## src/rtl/shiftmul_pkg.sv

```systemverilog
package shiftmul_pkg;
  typedef enum logic {
    PH_IDLE = 1'b0,
    PH_RUN  = 1'b1
  } phase_e;

  function automatic int unsigned cnt_bits(int unsigned n);
    return (n > 1) ? $clog2(n) : 1;
  endfunction
endpackage

```

## src/rtl/shiftmul_operand_prep.sv

```systemverilog
// Extends operands to W+1 bits; negates both when signed and multiplier < 0.
module shiftmul_operand_prep #(
  parameter int unsigned W = 8
) (
  input  logic         signed_i,
  input  logic [W-1:0] mcand_i,
  input  logic [W-1:0] mplier_i,
  output logic [W:0]   m_o,
  output logic [W-1:0] q_o
);
  logic [W:0] mc_ext;
  logic       flip;

  always_comb begin
    mc_ext = signed_i ? {mcand_i[W-1], mcand_i} : {1'b0, mcand_i};
    flip   = signed_i & mplier_i[W-1];
    m_o    = flip ? (~mc_ext + 1'b1) : mc_ext;
    // -2^(W-1) negates to the same bit pattern, read as unsigned 2^(W-1)
    q_o    = flip ? (~mplier_i + 1'b1) : mplier_i;
  end
endmodule

```

## src/rtl/shiftmul_step_unit.sv

```systemverilog
// One add-or-skip decision followed by a right shift of {A,Q}.
module shiftmul_step_unit #(
  parameter int unsigned W = 8
) (
  input  logic         sgn_i,
  input  logic [W:0]   a_i,
  input  logic [W-1:0] q_i,
  input  logic [W:0]   m_i,
  output logic [W:0]   a_o,
  output logic [W-1:0] q_o
);
  localparam int unsigned SW = W + 2;

  logic [SW-1:0] a_x, m_x, sum;

  always_comb begin
    a_x = {(sgn_i & a_i[W]), a_i};
    m_x = {(sgn_i & m_i[W]), m_i};
    sum = q_i[0] ? (a_x + m_x) : a_x;
    a_o = sum[SW-1:1];
    q_o = {sum[0], q_i[W-1:1]};
  end
endmodule

```

## src/rtl/shiftmul_seq_ctrl.sv

```systemverilog
module shiftmul_seq_ctrl
  import shiftmul_pkg::*;
#(
  parameter int unsigned W = 8
) (
  input  logic clk_i,
  input  logic rst_ni,
  input  logic start_i,
  output logic load_o,
  output logic step_o,
  output logic busy_o,
  output logic done_o
);
  localparam int unsigned CW = cnt_bits(W);
  localparam logic [CW-1:0] LAST = CW'(W - 1);

  phase_e        phase_q;
  logic [CW-1:0] cnt_q;
  logic          done_q;

  assign busy_o = (phase_q == PH_RUN);
  assign load_o = start_i & ~busy_o;
  assign step_o = busy_o;
  assign done_o = done_q;

  always_ff @(posedge clk_i or negedge rst_ni) begin
    if (!rst_ni) begin
      phase_q <= PH_IDLE;
      cnt_q   <= '0;
      done_q  <= 1'b0;
    end else begin
      done_q <= 1'b0;
      if (load_o) begin
        phase_q <= PH_RUN;
        cnt_q   <= '0;
      end else if (busy_o) begin
        cnt_q <= cnt_q + 1'b1;
        if (cnt_q == LAST) begin
          phase_q <= PH_IDLE;
          done_q  <= 1'b1;
        end
      end
    end
  end
endmodule

```

## src/rtl/shiftmul_core.sv

```systemverilog
module shiftmul_core
  import shiftmul_pkg::*;
#(
  parameter int unsigned W = 8
) (
  input  logic           clk_i,
  input  logic           rst_ni,
  input  logic           start_i,
  input  logic           signed_i,
  input  logic [W-1:0]   mcand_i,
  input  logic [W-1:0]   mplier_i,
  output logic           busy_o,
  output logic           done_o,
  output logic [2*W-1:0] product_o
);
  localparam int unsigned AW = W + 1;

  logic          load, step;
  logic [AW-1:0] m_prep, m_q, a_q, a_nxt;
  logic [W-1:0]  q_prep, q_q, q_nxt;
  logic          sgn_q;

  shiftmul_operand_prep #(.W(W)) u_prep (
    .signed_i (signed_i),
    .mcand_i  (mcand_i),
    .mplier_i (mplier_i),
    .m_o      (m_prep),
    .q_o      (q_prep)
  );

  shiftmul_step_unit #(.W(W)) u_step (
    .sgn_i (sgn_q),
    .a_i   (a_q),
    .q_i   (q_q),
    .m_i   (m_q),
    .a_o   (a_nxt),
    .q_o   (q_nxt)
  );

  shiftmul_seq_ctrl #(.W(W)) u_ctrl (
    .clk_i   (clk_i),
    .rst_ni  (rst_ni),
    .start_i (start_i),
    .load_o  (load),
    .step_o  (step),
    .busy_o  (busy_o),
    .done_o  (done_o)
  );

  always_ff @(posedge clk_i or negedge rst_ni) begin
    if (!rst_ni) begin
      a_q   <= '0;
      q_q   <= '0;
      m_q   <= '0;
      sgn_q <= 1'b0;
    end else if (load) begin
      a_q   <= '0;
      q_q   <= q_prep;
      m_q   <= m_prep;
      sgn_q <= signed_i;
    end else if (step) begin
      a_q <= a_nxt;
      q_q <= q_nxt;
    end
  end

  // extension bit a_q[W] stays internal; the 2W-bit result fits below it
  assign product_o = {a_q[W-1:0], q_q};
endmodule

```

## config.mk

```make
export PLATFORM = sky130hd
export DESIGN_NAME = shiftmul_core
export DESIGN_NICKNAME = d
export VERILOG_FILES = /design/src/rtl/shiftmul_pkg.sv /design/src/rtl/shiftmul_operand_prep.sv /design/src/rtl/shiftmul_step_unit.sv /design/src/rtl/shiftmul_seq_ctrl.sv /design/src/rtl/shiftmul_core.sv
export SDC_FILE = /design/constraint.sdc
export NUM_CORES = 1
export LEC_CHECK = 0
export BUFFER_PORTS_ARGS = -buffer_cell sky130_fd_sc_hd__buf_2
export CAP_MARGIN = 15
export CELL_PAD_IN_SITES_DETAIL_PLACEMENT = 0
export CELL_PAD_IN_SITES_GLOBAL_PLACEMENT = 1
export CORE_MARGIN = 1.5
export CORE_UTILIZATION = 42
export DETAILED_ROUTE_END_ITERATION = 6
export GPL_TIMING_DRIVEN = 1
export HOLD_SLACK_MARGIN = 0.12
export PLACE_DENSITY = 0.81
export SYNTH_ARGS = -nofsm -noshare
export SYNTH_HDL_FRONTEND = slang
export SYNTH_SLANG_ARGS = --single-unit
```

## constraint.sdc

```tcl
create_clock -name clk_i -period 2.6 [get_ports clk_i]
set_input_delay 0.13 -clock clk_i [delete_from_list [all_inputs] [get_ports clk_i]]
set_output_delay 0.13 -clock clk_i [all_outputs]
set_load 0.005 [all_outputs]
```

==> impl_summary.md <==
Run status
The flow ran to the end, and the final reports show no timing, DRC or antenna violations.

Clocking
In this run the post-CTS setup repair buffer count came out at 0. TritonCTS built the clock tree. The clock latency on the worst-skew pair is 0.29 ns. The clock net in this run drives a total of 32 sinks. Gates resized during post-CTS repair numbered 0. Clock-pin slew was measured on the worst setup and hold paths at 0.06 ns. After clock tree synthesis, the flow added hold-fix buffers numbering 1.

The total CTS buffers is 5. The clock passes through at most 2 buffers. The root buffer cell is clkbuf_8.

The H-tree was split into 2 levels.

Timing
Setup violations remaining at the end of the flow were counted as 0. At the pin with the least slew margin, the transition time is 0.7622 ns. The count of final max-slew check failures is 0. The final worst-path cycle share is 0.8489. For this run, the top clock speed supported by timing is 453.1 MHz. Setup repair after global routing left no endpoint under its margin.

The post-route clock skew is 0.006503 ns. The setup slack of the critical path after layout is 0.3928 ns. The number of endpoints with negative hold slack in the final report is 0. The time the final worst path needs with I/O delays and setup is 2.207 ns. In the final timing run, aggregate negative setup slack is 0 ns.

Headroom to the max-slew limit came out at 0.4900.

Detailed routing
In this run, the number of DRC markers left after iteration 0 of detailed routing was 171. The total via count in the routed design is 1,771. The overall routed net length is 4.455 mm. The detailed-router iteration count before antenna repair is 5. The number of design rule violations left after detail routing is 0. The count of nets left with antenna violations once routing finished came out at 0.

The mean number of vias per cell is 5.271. In the final routed layout, each cell accounts on average for 13.26 um.

Synth
The count of distinct cell types in the synthesized netlist is 45. The cell area that synthesis handed to floorplanning was 2130 um2. The cell count after synthesis came out at 239. The register bit total from synthesis is 32. The leading register cell type out of synthesis is dfrtp_1. The post-synthesis average cell area is 8.910 um2.

Yosys mapped a number of flops with a built-in enable equal to 0. When the netlist entered floorplanning its net count stood at 273. Yosys printed 0 warnings. The share of synthesized area in the top cell type comes to 0.3760.

The sequential share of the synthesized area is 0.3760. In the synthesized netlist the async set-or-reset flop fraction comes to 1.000. Of all cell types, the one taking the most synthesized area is dfrtp_1. Yosys attributes the largest share of cell area to dfrtp_1, ha_1, nand2_1.

Global routing
The initial antenna violation count is 0. The met1 layer usage reported by global route is 0.2712. Across every metal layer, demand over resource in global routing totals 0.1866. The fraction of met2 tracks used by global routing is 0.2768. The met3 usage is 0.03794.

After global routing, the most crowded layer is met2. Entering global routing, the biggest net connects 33 pins. After global routing the overflow that remains totals 0.

The number of global-route vias before repair is 1,662. The first-pass GRT wire length is 7.845 mm.

Layout
The area of all placed cells without fillers is 2444 um2. Relative to the synthesized area, the layout overhead comes to 14.75%. The number of inserted diodes is 0. The final layout contains 302 nets. The layout has 480 filler cells.

Of the cells placed in the final design, the portion with a size suffix greater than 1 is 0.2045. The final instance count without filler cells is 336. At the end of the flow the core is filled with cells to 0.5073.

Hold path
The worst min-delay path category is in2reg.

Die
The floorplan step defined a die boundary enclosing 5506 um2. The number of cell rows is 25. The initial utilization of the core area, before any placement, comes to 0.4421. In this run the standard cell core region covers 4817 um2. The top-level port count is 38. From bottom edge to top edge, the die measures 74.21 um.

The x dimension of the die is 74.21 um.

Worst setup path
The highest fanout seen on the critical path is 4. The class of the most critical setup path is reg2reg. The worst endpoint required time is 2.75 ns.

For the worst setup path, the data arrival time is 2.35 ns. The worst-case register-to-register setup slack is 0.39 ns. The critical-path cell with the highest stage delay is fa_1. STA classifies the critical path startpoint as a register.

The biggest cell delay along the critical path is 0.42 ns. The critical path endpoint category is a register. The signal on the critical path passes through ha_1 > fa_1 > a21o_1 > a211oi_1 > o21ai_0 > a31oi_1 > o211ai_1.

Place
The total instance count after detailed placement is 327. Routability-driven placement finished with a final weighted congestion of 0.7744. The number of buffers added on ports is 37. Prior to clock tree synthesis, the placed netlist has a worst setup slack of 0.4187 ns.

The wire-length estimate of the detail-placed layout is 3.349 mm. The instance area at placement is 2307 um2.

Power
IR analysis of the VDD net gives a maximum drop of 0.0003219 V. The leakage dissipation is 1.166 nW. For this design the ratio of total power to cell area is 1127 nW/um2.

Flow run
Across the run, the number of max-cap violations was 0.
final timing paths:
| check | startpoint | endpoint | cells past startpoint |
|---|---|---|---|
| max | a_q[0]$_DFFE_PN0P_ | a_q[7]$_DFFE_PN0P_ | 7 |
| min | signed_i | m_q[8]$_DFFE_PN0P_ | 3 |
| min in group asynchronous | rst_ni | q_q[6]$_DFFE_PN0P_ | 2 |
| max in group asynchronous | rst_ni | a_q[4]$_DFFE_PN0P_ | 2 |
| max reg2reg | a_q[0]$_DFFE_PN0P_ | a_q[7]$_DFFE_PN0P_ | 7 |
| min reg2reg | m_q[3]$_DFFE_PN0P_ | m_q[3]$_DFFE_PN0P_ | 2 |
critical path: cells and delay by family, from the launching register on:
family	cells	cell delay, ns
adder cells (fa/ha/maj)	2	0.68
AO/OA/AOI/OAI	5	0.97
flip-flops	1	0.41
cells in the final DEF (no fill, tap or decap), types with 2 or more instances in the layout:
cell type	netlist	final
nand3_1	4	4
a21oi_1	9	9
o21ai_1	12	12
xor2_1	5	5
a22o_1	3	3
inv_1	6	6
dfrtp_1	32	32
nor2_1	13	13
mux2i_1	8	8
o31ai_1	2	2
nand2_1	34	34
nor3_1	7	7
a31oi_1	3	3
o211ai_1	2	2
a21o_1	4	4
and2_1	3	3
or2_2	2	2
a22oi_1	3	3
clkbuf_8	0	7
a211oi_1	3	3
buf_2	1	37
and3_1	3	3
o21ai_0	23	23
xnor2_1	9	9
ha_1	13	13
state kept, by name, summed over array words and instances (netlist names):
| register | flops |
|---|---|
| a_q | 9 |
| q_q | 8 |
| u_ctrl.cnt_q | 3 |
| u_ctrl.done_o | 1 |
| u_ctrl.busy_o | 1 |
| sgn_q | 1 |
| m_q | 9 |
stage by stage:
step	total power [mW]	hold slack, ns
global route	3.018	0.1383
floorplan	1.931	-0.1656
detailed placement	2.244	0.2262
CTS	2.773	0.1375
finish	2.754	0.1316
global placement	2.224	0.2206
synth_stat cells, types with 4 or more instances:
| cell type | instances |
|---|---|
| a21o_1 | 4 |
| a21oi_1 | 9 |
| buf_4 | 9 |
| clkbuf_1 | 7 |
| dfrtp_1 | 32 |
| ha_1 | 13 |
| inv_1 | 6 |
| mux2i_1 | 8 |
| nand2_1 | 34 |
| nand3_1 | 4 |
| nor2_1 | 13 |
| nor3_1 | 7 |
| o21ai_0 | 23 |
| o21ai_1 | 12 |
| xnor2_1 | 9 |
| xor2_1 | 5 |
routing by layer:
metal	part of all wire	vias to the layer above
li1	-	908
met4	0.015	0
met2	0.42	54
met1	0.51	803
met3	0.052	6
met5	0	-
area by class of cell:
cell class	count	area, um2	area share
Clock buffer	7	96.34	0.03943
Clock inverter	1	30.03	0.01229
Sequential cell	32	800.8	0.3277
Multi-Input combinational cell	183	1204	0.4926
Tap cell	67	83.83	0.03431
Inverter	7	26.28	0.01075
Timing Repair Buffer	39	202.7	0.08295
cells by family after synthesis:
logic type                 count (synthesis)  synth area share
buffers and inverters                     24           0.05875
and+or+nand+nor                           74            0.1569
muxes                                      9           0.04289
adders and majority gates                 14           0.08578
AOI/OAI and AO/OA                         72            0.2221
xor gates and xnor gates                  14           0.05758
DFF                                       32            0.3760
power by group:
part	switching, mW	leakage (nW)	internal, mW	total [mW]
Clock	0.189	0.0645	0.338	0.527
Combinational	0.661	0.701	0.599	1.26
Sequential	0.242	0.401	0.725	0.967
Total	1.09	1.17	1.66	2.75
Note: power is estimated with default switching activity, not from simulation.
